===== config.mk =====
export PLATFORM = sky130hd
export DESIGN_NAME = mem_arb_top
export DESIGN_NICKNAME = d
export VERILOG_FILES = /design/src/rtl/mem_arb_pkg.sv /design/src/rtl/mem_arb_prio.sv /design/src/rtl/mem_arb_route.sv /design/src/rtl/mem_arb_rdret.sv /design/src/rtl/mem_arb_top.sv
export SDC_FILE = /design/constraint.sdc
export NUM_CORES = 1
export LEC_CHECK = 0
export CAP_MARGIN = 20
export CELL_PAD_IN_SITES_DETAIL_PLACEMENT = 0
export CELL_PAD_IN_SITES_GLOBAL_PLACEMENT = 1
export CORE_AREA = 2 2 136 138
export DETAILED_ROUTE_END_ITERATION = 10
export DIE_AREA = 0 0 138 140
export GPL_ROUTABILITY_DRIVEN = 1
export PLACE_DENSITY = 0.88
export SLEW_MARGIN = 20
export SYNTH_ARGS = -nofsm -noshare
export SYNTH_HDL_FRONTEND = slang
export SYNTH_HIERARCHICAL = 1
export SYNTH_SLANG_ARGS = --single-unit

===== constraint.sdc =====
create_clock -name clk -period 2.8 [get_ports clk]
set_clock_uncertainty 0.1 [all_clocks]
set_input_delay 0.84 -clock clk [delete_from_list [all_inputs] [get_ports clk]]
set_output_delay 0.84 -clock clk [all_outputs]
set_load 0.005 [all_outputs]

===== src/rtl/mem_arb_pkg.sv =====
package mem_arb_pkg;
  localparam int unsigned NCLS  = 5;
  localparam int unsigned AW    = 32;
  localparam int unsigned PAW   = 22;
  localparam int unsigned DW    = 32;
  localparam int unsigned CLSW  = $clog2(NCLS);

  typedef enum logic [CLSW-1:0] {
    CLS_DWR = 3'd0,
    CLS_PWR = 3'd1,
    CLS_DRD = 3'd2,
    CLS_PRD = 3'd3,
    CLS_FET = 3'd4
  } cls_e;

  localparam logic [NCLS-1:0] WR_MASK = 5'b00011;
  localparam logic [NCLS-1:0] RD_MASK = 5'b11100;
endpackage


===== src/rtl/mem_arb_prio.sv =====
module mem_arb_prio #(
  parameter int unsigned N = 5
) (
  input  logic [N-1:0] req,
  output logic [N-1:0] gnt
);
  logic [N:0] above;
  assign above[0] = 1'b0;
  for (genvar i = 0; i < N; i++) begin : g_lvl
    assign above[i+1] = above[i] | req[i];
    assign gnt[i]     = req[i] & ~above[i];
  end
endmodule


===== src/rtl/mem_arb_route.sv =====
module mem_arb_route #(
  parameter int unsigned N  = 5,
  parameter int unsigned AW = 32,
  parameter int unsigned DW = 32,
  parameter logic [N-1:0] WMASK = '0,
  parameter logic [N-1:0] RMASK = '0
) (
  input  logic [N-1:0]         gnt,
  input  logic [N-1:0][AW-1:0] addr,
  input  logic [N-1:0][DW-1:0] wdata,
  output logic [AW-1:0]        mem_addr,
  output logic [DW-1:0]        mem_wdata,
  output logic                 mem_we,
  output logic                 mem_re
);
  logic [N:0][AW-1:0] a_acc;
  logic [N:0][DW-1:0] d_acc;
  assign a_acc[0] = '0;
  assign d_acc[0] = '0;
  for (genvar i = 0; i < N; i++) begin : g_mux
    assign a_acc[i+1] = a_acc[i] | (addr[i] & {AW{gnt[i]}});
    if (WMASK[i]) begin : g_wr
      assign d_acc[i+1] = d_acc[i] | (wdata[i] & {DW{gnt[i]}});
    end else begin : g_nowr
      assign d_acc[i+1] = d_acc[i];
    end
  end
  assign mem_addr  = a_acc[N];
  assign mem_wdata = d_acc[N];
  assign mem_we    = |(gnt & WMASK);
  assign mem_re    = |(gnt & RMASK);
endmodule


===== src/rtl/mem_arb_rdret.sv =====
module mem_arb_rdret
  import mem_arb_pkg::*;
#(
  parameter int unsigned N  = NCLS,
  parameter int unsigned DW = 32
) (
  input  logic            clk,
  input  logic            rst_n,
  input  logic [N-1:0]    gnt,
  input  logic [DW-1:0]   mem_rdata,
  output logic            rd_valid,
  output logic [DW-1:0]   rd_data,
  output logic [CLSW-1:0] rd_class
);
  logic            vld_q, vld_d;
  logic [CLSW-1:0] cls_q, cls_d;
  logic            cls_en;

  always_comb begin
    vld_d = |(gnt & RD_MASK);
    cls_d = '0;
    for (int i = 0; i < N; i++) begin
      if (gnt[i]) cls_d = CLSW'(i);
    end
  end
  assign cls_en = vld_d;

  always_ff @(posedge clk or negedge rst_n) begin
    if (!rst_n) begin
      vld_q <= 1'b0;
      cls_q <= '0;
    end else begin
      vld_q <= vld_d;
      if (cls_en) cls_q <= cls_d;
    end
  end

  assign rd_valid = vld_q;
  assign rd_class = vld_q ? cls_q : '0;
  assign rd_data  = vld_q ? mem_rdata : '0;
endmodule


===== src/rtl/mem_arb_top.sv =====
module mem_arb_top
  import mem_arb_pkg::*;
(
  input  logic             clk,
  input  logic             rst_n,
  input  logic             dw_req,
  input  logic [AW-1:0]    dw_addr,
  input  logic [DW-1:0]    dw_wdata,
  output logic             dw_stall,
  input  logic             pw_req,
  input  logic [PAW-1:0]   pw_addr,
  input  logic [DW-1:0]    pw_wdata,
  output logic             pw_stall,
  input  logic             dr_req,
  input  logic [AW-1:0]    dr_addr,
  output logic             dr_stall,
  input  logic             pr_req,
  input  logic [PAW-1:0]   pr_addr,
  output logic             pr_stall,
  input  logic             if_req,
  input  logic [PAW-1:0]   if_addr,
  output logic             if_stall,
  output logic [AW-1:0]    mem_addr,
  output logic [DW-1:0]    mem_wdata,
  output logic             mem_we,
  output logic             mem_re,
  input  logic [DW-1:0]    mem_rdata,
  output logic [NCLS-1:0]  grant,
  output logic             rd_valid,
  output logic [DW-1:0]    rd_data,
  output logic [CLSW-1:0]  rd_class,
  output logic             excl_err
);
  logic [NCLS-1:0]         req, stall;
  logic [NCLS-1:0][AW-1:0] addr;
  logic [NCLS-1:0][DW-1:0] wdata;

  assign req = {if_req, pr_req, dr_req, pw_req, dw_req};

  assign addr[CLS_DWR] = dw_addr;
  assign addr[CLS_PWR] = {{(AW-PAW){1'b0}}, pw_addr};
  assign addr[CLS_DRD] = dr_addr;
  assign addr[CLS_PRD] = {{(AW-PAW){1'b0}}, pr_addr};
  assign addr[CLS_FET] = {{(AW-PAW){1'b0}}, if_addr};

  assign wdata[CLS_DWR] = dw_wdata;
  assign wdata[CLS_PWR] = pw_wdata;
  assign wdata[CLS_DRD] = '0;
  assign wdata[CLS_PRD] = '0;
  assign wdata[CLS_FET] = '0;

  mem_arb_prio #(.N(NCLS)) u_prio (.req(req), .gnt(grant));

  mem_arb_route #(
    .N(NCLS), .AW(AW), .DW(DW), .WMASK(WR_MASK), .RMASK(RD_MASK)
  ) u_route (
    .gnt(grant), .addr(addr), .wdata(wdata),
    .mem_addr(mem_addr), .mem_wdata(mem_wdata), .mem_we(mem_we), .mem_re(mem_re)
  );

  mem_arb_rdret #(.N(NCLS), .DW(DW)) u_rdret (
    .clk(clk), .rst_n(rst_n), .gnt(grant), .mem_rdata(mem_rdata),
    .rd_valid(rd_valid), .rd_data(rd_data), .rd_class(rd_class)
  );

  assign stall    = req & ~grant;
  assign dw_stall = stall[CLS_DWR];
  assign pw_stall = stall[CLS_PWR];
  assign dr_stall = stall[CLS_DRD];
  assign pr_stall = stall[CLS_PRD];
  assign if_stall = stall[CLS_FET];

  assign excl_err = (dw_req & pw_req) | (pr_req & if_req);
endmodule


==> results.ini, run 1 <==
[status]
outcome = finished with violations
failed_checks = negative setup slack

[setup_path]
setup.worst_path.end_class = output port
path_max_fanout = 8
path_delay_family = buffers and inverters
worstSetupPathType = in -> out
slowest_stage = a222oi_1
worstPathRequired_ns = 1.86
regToRegSetupSlack_ns = 1.98
worstPathCellList = buf_12, buf_8, buf_12, buf_6, a222oi_1, nand2_1, buf_2
cpMostUsedCell = buf_12
crit_path_start_kind = primary input
path_buf_inv = 5
critPathMaxStageDelay_ns = 0.45
arrival_ns = 2.03

[sta]
rsz0062_at_grt = true
clock.fmax_ghz = 0.337
period_minus_slack_ns = 2.97
hold_viol = 0
final_max_slew_viol_count = 0
setup_viol = 42
fin_ws_ns = -0.171
hold_slack_ns = 0.400
min_period_over_period = 1.06

[drt]
wl_mm = 15.7
avgRoutedWirePerCell_um = 17.8
first_iter_violations = 316
drtAntennaViolNets = 0
via_count = 3656
routed_via_density = 4.16
first_pass_iters = 6
post-route-drc-count = 0

[place]
dp_cells = 818
pre_cts_slack_ns = -0.941
gp_congestion = 0.816
post-dp-hpwl_mm = 11.1
dpl_cell_area_sq_mm = 0.00564
port_buffers = 345

[cells_and_area]
layout-drive-gt1-share = 0.333
nFillCells = 1855
stdcell_count = 879
fin_area_sq_mm = 0.00623
nets = 884
syn2layout_area_growth_pct = 279

[synthesis]
yosysTopAreaCell = a222oi_1
synth-seq-cells = 4
synth_area_leaders = a222oi_1, a22o_1, and2_2
syn-cell-area_sq_mm = 0.00165
yosysWarnings = 6
synth_cells = 218
synth_top_area_frac = 0.195
synth_cell_type_count = 24
yosysSeqAreaShare = 0.0608
syn_area_per_cell_sq_um = 7.55

[cts]
root_buffer = clkbuf_16
clk_latency_ns = 0.22
clk_pin_slew_ns = 0.03
cts_buffers = 3
ctsHoldBuffers = 0
cts_num_sinks = 4
h-tree-depth = 1
cts_tree = yes
cts_buffer_depth = 2

[floorplanning]
rows = 49
fp.dieW_um = 138
coreArea_sq_mm = 0.0178
start_util = 0.0926
die-height_um = 140
io_pins = 346
die_area_sq_mm = 0.0193

[grt]
grt_pass1_wl_mm = 22.1
grt_max_degree = 41
antenna_found_initial = 1
grt_overflow = 0
grt_use_total = 0.143
grt_pass1_vias = 3754

[power]
ir_drop_mv = 0.144
power.density_mw_per_mm2 = 184
design_power_total_mw = 1.15
p_leak_nw = 2.83

[job]
drv_cap = 0

[worst_hold_path]
hp-class = reg -> reg

-- Yosys cell counts (all sizes together) --
library cell / number
and2: 35
a22o: 33
a222oi: 32
a22oi: 32
nand2: 32
buf: 20
clkbuf: 9
nor2b: 6
dfrtp: 4
nand2b: 2
nor2: 2
or3: 2
a21o: 1
a21oi: 1
conb: 1
inv: 1
nor3: 1
nor3b: 1
nor4: 1
nor4b: 1
or2: 1
-- registers in the layout, indices dropped and copies added (netlist names) --
signal / flops
u_rdret/cls_q: 3
u_rdret/rd_valid: 1
-- routing by layer --
| layer | up-vias | global-route usage | wire (um) |
|---|---|---|---|
| met4 | 0 | 0.0156 | 110 |
| met1 | 1697 | 0.181 | 6490 |
| met2 | 217 | 0.263 | 7990 |
| met5 | - | 0 | 0 |
| li1 | 1730 | - | - |
| met3 | 12 | 0.0260 | 1070 |
-- layout make-up --
cell class / instances / area [sq um] / share of cell area
diodes: 1 / 2.50 / 0.000401
clock buffers: 3 / 75.1 / 0.0120
inverters: 1 / 3.75 / 0.000602
multi-input cells: 213 / 1620 / 0.259
flip-flops and latches: 4 / 100 / 0.0161
well taps: 229 / 287 / 0.0460
repair buffers: 428 / 4150 / 0.665
-- cell usage in the layout (no fill, tap or decap), types with 2 or more instances in the layout --
cell type / netlist / routed
buf_2: 13 / 47
nor2b_1: 6 / 3
a22oi_2: 0 / 18
clkdlybuf4s50_1: 0 / 232
a222oi_1: 32 / 32
clkdlybuf4s15_1: 0 / 9
dfrtp_1: 4 / 4
nand2_1: 32 / 32
buf_4: 1 / 29
a22oi_1: 32 / 14
conb_1: 1 / 30
clkbuf_16: 0 / 6
clkbuf_2: 3 / 15
and2_2: 35 / 35
buf_12: 0 / 14
dlygate4sd2_1: 0 / 35
buf_8: 0 / 9
a22o_1: 33 / 33
nor2_1: 2 / 2
buf_6: 6 / 33
nor2b_2: 0 / 2
-- what timing repair did --
action,CTS,global route
cloned,5,5
pin swaps,29,34
setup buffers,45,17
endpoints found under the setup margin,109,72
resized for setup,319,87
-- worst paths after layout --
check,from,endpoint,cells past startpoint
setup / recovery,dw_req,mem_addr[7],7
hold / removal,u_rdret/cls_q[2]$_DFFE_PN0P_,u_rdret/cls_q[2]$_DFFE_PN0P_,1
setup reg to reg,u_rdret/cls_q[1]$_DFFE_PN0P_,u_rdret/cls_q[1]$_DFFE_PN0P_,2
hold reg to reg,u_rdret/cls_q[2]$_DFFE_PN0P_,u_rdret/cls_q[2]$_DFFE_PN0P_,1
max in group asynchronous,rst_n,u_rdret/rd_valid$_DFF_PN0_,1
min in group asynchronous,rst_n,u_rdret/cls_q[0]$_DFFE_PN0P_,1
-- power breakdown --
group	internal (mW)	total, mW	switching (mW)
logic	0.580	0.858	0.278
registers	0.0647	0.0677	0.00299
clock network	0.182	0.223	0.0409
total	0.827	1.15	0.322
-- per-stage QoR --
step / setup TNS (ns) / util
after global routing: -6.75 / 0.351
after detailed placement: -61.29 / 0.317
after CTS: -8.10 / 0.349
after global placement: -60.67 / 0.317
final: -3.89 / 0.351
after floorplan: -0.00284 / -
-- cells by family (layout without fill, tap and decap cells) --
group / Yosys count / after routing / share of synthesized area
buf+inv: 30 / 432 / 0.110
simple gates: 84 / 84 / 0.303
other cells: 1 / 31 / 0.00228
compound gates: 99 / 99 / 0.524
flops: 4 / 4 / 0.0608
Note: power is estimated with default switching activity, not from simulation.
==> inputs of run 2 (changes only) <==
Settings changed: GPL_TIMING_DRIVEN set to 1.
==> results of run 2 <==
The final DEF is identical to that of run 1; final timing and power are the same.
